--- config.mk ---
export PLATFORM = sky130hd
export DESIGN_NAME = mac_msub_unit
export DESIGN_NICKNAME = d
export VERILOG_FILES = /design/src/rtl/msub_pkg.sv /design/src/rtl/msub_mult.sv /design/src/rtl/msub_window.sv /design/src/rtl/msub_sub_flags.sv /design/src/rtl/mac_msub_unit.sv
export SDC_FILE = /design/constraint.sdc
export NUM_CORES = 2
export LEC_CHECK = 0
export BUFFER_PORTS_ARGS = -buffer_cell sky130_fd_sc_hd__buf_2
export CORE_ASPECT_RATIO = 1.5
export CORE_UTILIZATION = 50
export CTS_CLUSTER_DIAMETER = 100
export CTS_CLUSTER_SIZE = 40
export DETAILED_ROUTE_END_ITERATION = 7
export HOLD_SLACK_MARGIN = 0.05
export PLACE_DENSITY = 0.71
export SLEW_MARGIN = 0
export SYNTH_ARGS = -nofsm -noshare
export SYNTH_HDL_FRONTEND = slang
export SYNTH_HIERARCHICAL = 1
export SYNTH_SLANG_ARGS = --single-unit
--- constraint.sdc ---
create_clock -name clk_i -period 0.95 [get_ports clk_i]
set_clock_uncertainty 0.2 [all_clocks]
set_input_delay 0.2375 -clock clk_i [delete_from_list [all_inputs] [get_ports clk_i]]
set_output_delay 0.2375 -clock clk_i [all_outputs]
set_load 0.01 [all_outputs]
--- src/rtl/msub_pkg.sv ---
package msub_pkg;
  localparam int DATA_W = 32;
  localparam int KEEP_W = 38;
  localparam int OVC_W  = 6;
  localparam int CODE_W = 3;

  typedef enum logic [CODE_W-1:0] {
    SHIFT_L1 = 3'b000,
    SHIFT_0  = 3'b001,
    SHIFT_R1 = 3'b010,
    SHIFT_R2 = 3'b011,
    SHIFT_R3 = 3'b100,
    SHIFT_R4 = 3'b101,
    SHIFT_R5 = 3'b110,
    SHIFT_R6 = 3'b111
  } shift_code_e;

  typedef struct packed {
    logic z;
    logic n;
    logic c;
    logic v;
  } flags_t;
endpackage

--- src/rtl/msub_mult.sv ---
module msub_mult #(
  parameter int DATA_W = msub_pkg::DATA_W,
  parameter int KEEP_W = msub_pkg::KEEP_W
) (
  input  logic [DATA_W-1:0] a_i,
  input  logic [DATA_W-1:0] b_i,
  output logic [KEEP_W-1:0] prod_o
);
  logic signed [KEEP_W-1:0] prod_s;

  // Product evaluated in KEEP_W context: operands sign-extend, upper bits never built
  always_comb prod_s = $signed(a_i) * $signed(b_i);
  assign prod_o = prod_s;
endmodule

--- src/rtl/msub_window.sv ---
module msub_window #(
  parameter int DATA_W = msub_pkg::DATA_W,
  parameter int KEEP_W = msub_pkg::KEEP_W,
  parameter int CODE_W = msub_pkg::CODE_W
) (
  input  logic [KEEP_W-1:0] prod_i,
  input  logic [CODE_W-1:0] code_i,
  input  logic              p4_i,
  output logic [DATA_W-1:0] win_o
);
  localparam int N_CODES = 1 << CODE_W;

  logic [DATA_W-1:0] cand [N_CODES];
  logic [DATA_W-1:0] cand_p4;

  for (genvar g = 0; g < N_CODES; g++) begin : g_cand
    if (g == 0) begin : g_left1
      assign cand[g] = {prod_i[DATA_W-2:0], 1'b0};
    end else begin : g_right
      assign cand[g] = prod_i[(g-1) +: DATA_W];
    end
  end

  assign cand_p4 = {prod_i[DATA_W-5:0], 4'b0000};
  assign win_o   = p4_i ? cand_p4 : cand[code_i];
endmodule

--- src/rtl/msub_sub_flags.sv ---
module msub_sub_flags
  import msub_pkg::*;
#(
  parameter int DATA_W = msub_pkg::DATA_W,
  parameter int OVC_W  = msub_pkg::OVC_W
) (
  input  logic [DATA_W-1:0] acc_i,
  input  logic [DATA_W-1:0] p_i,
  input  logic              v_i,
  input  logic [OVC_W-1:0]  ovc_i,
  output logic [DATA_W-1:0] res_o,
  output flags_t            flags_o,
  output logic [OVC_W-1:0]  ovc_o
);
  localparam int MSB = DATA_W - 1;

  logic [DATA_W:0] diff;
  logic            borrow;
  logic            ovf;

  always_comb begin
    diff   = {1'b0, acc_i} - {1'b0, p_i};
    borrow = diff[DATA_W];
    res_o  = diff[DATA_W-1:0];
    ovf    = (acc_i[MSB] ^ p_i[MSB]) & (res_o[MSB] ^ acc_i[MSB]);
    flags_o.z = (res_o == '0);
    flags_o.n = res_o[MSB];
    flags_o.c = ~borrow;
    flags_o.v = ovf | v_i;
    ovc_o = borrow ? ovc_i - OVC_W'(1) : ovc_i;
  end
endmodule

--- src/rtl/mac_msub_unit.sv ---
module mac_msub_unit
  import msub_pkg::*;
#(
  parameter int DATA_W = msub_pkg::DATA_W,
  parameter int KEEP_W = msub_pkg::KEEP_W,
  parameter int OVC_W  = msub_pkg::OVC_W,
  parameter int CODE_W = msub_pkg::CODE_W
) (
  input  logic              clk_i,
  input  logic              rst_ni,
  input  logic              valid_i,
  input  logic [DATA_W-1:0] xt_i,
  input  logic [DATA_W-1:0] mem_i,
  input  logic [DATA_W-1:0] acc_i,
  input  logic [DATA_W-1:0] p_i,
  input  logic              v_i,
  input  logic [OVC_W-1:0]  ovc_i,
  input  logic [CODE_W-1:0] shift_code_i,
  input  logic              shift_p4_i,
  output logic [DATA_W-1:0] acc_o,
  output logic [DATA_W-1:0] p_o,
  output logic              z_o,
  output logic              n_o,
  output logic              c_o,
  output logic              v_o,
  output logic [OVC_W-1:0]  ovc_o
);
  logic [KEEP_W-1:0] prod;
  logic [DATA_W-1:0] win;
  logic [DATA_W-1:0] res;
  flags_t            flg_d, flg_q;
  logic [OVC_W-1:0]  ovc_d;

  msub_mult #(.DATA_W(DATA_W), .KEEP_W(KEEP_W)) u_mult (
    .a_i(xt_i), .b_i(mem_i), .prod_o(prod)
  );

  msub_window #(.DATA_W(DATA_W), .KEEP_W(KEEP_W), .CODE_W(CODE_W)) u_win (
    .prod_i(prod), .code_i(shift_code_i), .p4_i(shift_p4_i), .win_o(win)
  );

  msub_sub_flags #(.DATA_W(DATA_W), .OVC_W(OVC_W)) u_sub (
    .acc_i(acc_i), .p_i(p_i), .v_i(v_i), .ovc_i(ovc_i),
    .res_o(res), .flags_o(flg_d), .ovc_o(ovc_d)
  );

  always_ff @(posedge clk_i or negedge rst_ni) begin
    if (!rst_ni) begin
      acc_o <= '0;
      p_o   <= '0;
      flg_q <= '0;
      ovc_o <= '0;
    end else if (valid_i) begin
      acc_o <= res;
      p_o   <= win;
      flg_q <= flg_d;
      ovc_o <= ovc_d;
    end
  end

  assign z_o = flg_q.z;
  assign n_o = flg_q.n;
  assign c_o = flg_q.c;
  assign v_o = flg_q.v;
endmodule

==> run summary <==
The first-pass GRT wire length came out at 136000 um. The H-tree generated during clock tree synthesis spans 3 levels. For the initial antenna violation count, the log shows 1. TritonCTS created 9 clock buffers. STA classifies the critical path endpoint as a register. The overall die height is 295 um. Derived from the worst setup path, the maximum achievable clock frequency is 0.133 GHz. The tools report the number of hold buffers added after CTS as 1. The setup check on the worst reg-to-reg path leaves a slack of -0.20 ns.

The worst-margin pin slew was 0.429 ns. The number of cells on the worst hold path came out at 3. Minimum setup slack in the final design: -6.57 ns.

For the number of remaining DRC errors, the log shows 0. The shortest clock period the worst path allows after layout works out to 7.52 ns. The tools report the number of pins with negative max-slew slack in the final report as 0. After synthesis, the netlist uses 85 different library cells. The number of synthesized register bits was 74; the layout overhead on the synthesized area was 35.4%. Setup repair after global routing could not meet its margin everywhere. After global routing the overflow that remains totals 0.

The clock passes through at most 2 buffers. After routing the design area is 0.0387 mm^2. The routed design has 88400 um of wire. Along the worst path, the maximum fanout reaches 6. The run gives 0.689 as the final design utilization. The floorplan step defined a core boundary enclosing 0.0561 mm^2. The share of the synthesized area in the top cell type was 0.413; the number of antenna cells inserted was 0. Cell type with the largest total area after synthesis: sky130_fd_sc_hd__fa_1. The final layout contains 4676 nets.

The part of the Yosys area used for sequential elements is 0.0648, and the clock transition at the registers of the reported paths is 0.06 ns. The count of flip-flops with a built-in enable after synthesis was 0. The top cell types in the final layout, fill and taps aside, are 623 x sky130_fd_sc_hd__inv_1, 554 x sky130_fd_sc_hd__fa_1, 533 x sky130_fd_sc_hd__buf_4.

The number of global-route vias before repair is 27015, and the first-pass detailed-route iteration total is 7. The path class of the tightest hold or removal check is in2reg. The count of final hold-check violations is 0. Mean instance size in the synthesized netlist: 9.28 um^2. The clock latency on the worst-skew pair was 0.35 ns. The floorplan has 106 rows. The routed layout has 24045 vias.

The die covers 0.0581 mm^2. Summing every instance area after synthesis gives 0.0286 mm^2. In the final routed layout, each cell accounts on average for 19.6 um.

Max-cap violations in this run came to 0. The Yosys warning count was 6. Once detail routing completed, the nets flagged for antenna violations numbered 0.

The async set or reset register ratio after synthesis is 1.00. The final reports fail on setup timing. The critical path is of the in2reg type. Dominant register cell in the synthesized netlist: sky130_fd_sc_hd__dfrtp_1.

The first routing iteration left 1065 violations. The flow ran to the end, but the final reports show violations. STA classifies the critical path startpoint as an input pin. The final cycle utilization of the critical path is 7.91. Synthesis produced a netlist whose cell count is 3076. In this run the cell area measured after placement is 0.0347 mm^2. The worst-case hold slack came out at 0.0298 ns. Synthesized netlist net count: 3997. CTS root buffer: sky130_fd_sc_hd__clkbuf_16.

For the total track usage, the log shows 0.298. The data arrival time of the worst path was 7.56 ns; the total setup violations reported at the end of the flow was 148. Entering global routing, the biggest net connects 31 pins. The wire-length estimate of the detail-placed layout is 71800 um. After detailed routing, the number of vias per cell comes to 5.33. The die is 197 um wide. TritonCTS built the clock tree.

Initial core utilization: 0.509. After synthesis, the cell types taking the most area are sky130_fd_sc_hd__fa_1 41%, sky130_fd_sc_hd__and2_1 9.5%, sky130_fd_sc_hd__inv_1 8.8%, sky130_fd_sc_hd__ha_1 8.3%, sky130_fd_sc_hd__dfrtp_1 6.5%. The worst register-to-register path has a depth of 2. The congestion estimate from routability-driven global placement came to 0.932. The normalized max-slew margin is 0.712. The clock net in this run drives a total of 74 sinks. Leaving out fill and tap cells, the most frequent cell in the layout is sky130_fd_sc_hd__inv_1. The fraction of layout instances using a drive strength above 1 is 0.362, and the data required time at the worst endpoint is 0.99 ns. The count of input and output buffers works out to 215.

The I/O pin total was 216.
cell families (layout without fill, tap and decap cells):
| kind of cell | count (synthesis) | count (layout) | share of synthesized area |
|---|---|---|---|
| fa+ha+maj | 779 | 779 | 0.496 |
| simple gates | 860 | 860 | 0.159 |
| compound gates | 278 | 278 | 0.0669 |
| mux | 126 | 126 | 0.0602 |
| xor+xnor | 120 | 120 | 0.0368 |
| flops | 74 | 74 | 0.0648 |
| buf+inv | 839 | 1522 | 0.116 |
final cells by class:
type	instances	area (um^2)
multi-input cells	2163	26200
fillers	4125	17400
repair buffers	833	6840
inverters	674	2600
flip-flops and latches	74	1850
well taps	756	946
clock buffers	13	260
clock inverters	2	12.5
metrics by stage:
step	setup TNS, ns	std cells	worst slack [ns]
2_1_floorplan	-237.60	3076	-6.64
6_report	-282.21	4515	-6.57
5_1_grt	-291.39	4515	-6.74
3_3_place_gp	-283.26	4373	-7.00
4_1_cts	-274.70	4427	-6.52
3_5_place_dp	-286.58	4373	-7.16
cell usage after synthesis (all sizes together), types with 3 or more instances:
cell type / instances
inv: 672
fa: 589
and2: 433
nand2: 322
ha: 190
clkbuf: 132
mux2: 106
xnor2: 83
dfrtp: 74
a21oi: 56
o22ai: 48
a21o: 40
xor2: 37
buf: 31
o21ai: 30
o31ai: 27
nor2: 24
nand2b: 15
mux2i: 12
a31oi: 11
nand4: 11
nor3: 10
o21bai: 10
o21a: 9
a211oi: 8
mux4: 8
nor2b: 7
and4: 6
nand3: 6
o221ai: 5
or2: 5
or4: 5
a311oi: 4
and3: 4
o211ai: 4
o22a: 4
or3: 4
a2111oi: 3
final timing paths:
| kind | start | endpoint |
|---|---|---|
| min in group asynchronous | rst_ni | c_o |
| max reg2reg | p_o[28] | p_o[28] |
| max in group asynchronous | rst_ni | acc_o[29] |
| max | mem_i[7] | p_o[31] |
| min reg2reg | n_o | n_o |
| min | v_i | v_o |
layer usage:
metal | GRT usage | share of wire | vias up
li1 | - | - | 10643
met1 | 0.329 | 0.37 | 12278
met2 | 0.571 | 0.54 | 849
met3 | 0.0314 | 0.046 | 273
met4 | 0.125 | 0.046 | 2
met5 | 0 | 0.00011 | -
critical path: stages:
cell	delay (ns)
sky130_fd_sc_hd__buf_12	0.12
sky130_fd_sc_hd__and2_4	0.16
sky130_fd_sc_hd__fa_1	0.56
sky130_fd_sc_hd__fa_1	0.44
sky130_fd_sc_hd__fa_1	0.50
sky130_fd_sc_hd__inv_2	0.04
sky130_fd_sc_hd__fa_1	0.55
sky130_fd_sc_hd__inv_2	0.04
sky130_fd_sc_hd__fa_1	0.51
sky130_fd_sc_hd__inv_2	0.05
sky130_fd_sc_hd__fa_1	0.52
sky130_fd_sc_hd__inv_1	0.05
sky130_fd_sc_hd__fa_2	0.43
sky130_fd_sc_hd__fa_2	0.60
sky130_fd_sc_hd__ha_4	0.22
sky130_fd_sc_hd__a21o_1	0.16
sky130_fd_sc_hd__a21o_1	0.16
sky130_fd_sc_hd__a21o_4	0.24
sky130_fd_sc_hd__a2111oi_4	0.22
sky130_fd_sc_hd__o211ai_1	0.21
sky130_fd_sc_hd__a31o_1	0.23
sky130_fd_sc_hd__a21oi_2	0.18
sky130_fd_sc_hd__xnor2_2	0.10
sky130_fd_sc_hd__mux4_2	0.47
sky130_fd_sc_hd__and2_4	0.15
sky130_fd_sc_hd__o22a_1	0.17
sky130_fd_sc_hd__mux2_4	0.25
registers in the layout, indices dropped and copies added, names as in the netlist:
| name | count |
|---|---|
| v_o | 1 |
| z_o | 1 |
| p_o | 32 |
| acc_o | 32 |
| ovc_o | 6 |
| c_o | 1 |
| n_o | 1 |
repair_timing:
action	in CTS	in global routing
gates resized for setup	362	186
endpoints found under the hold margin	75	1
buffers inserted	43	97
pin swaps	165	101
endpoints found under the setup margin	148	148
cloned	2	4
Power is not shown: default switching activity piles up to over one toggle a cycle in this logic, so the estimate is an artifact.
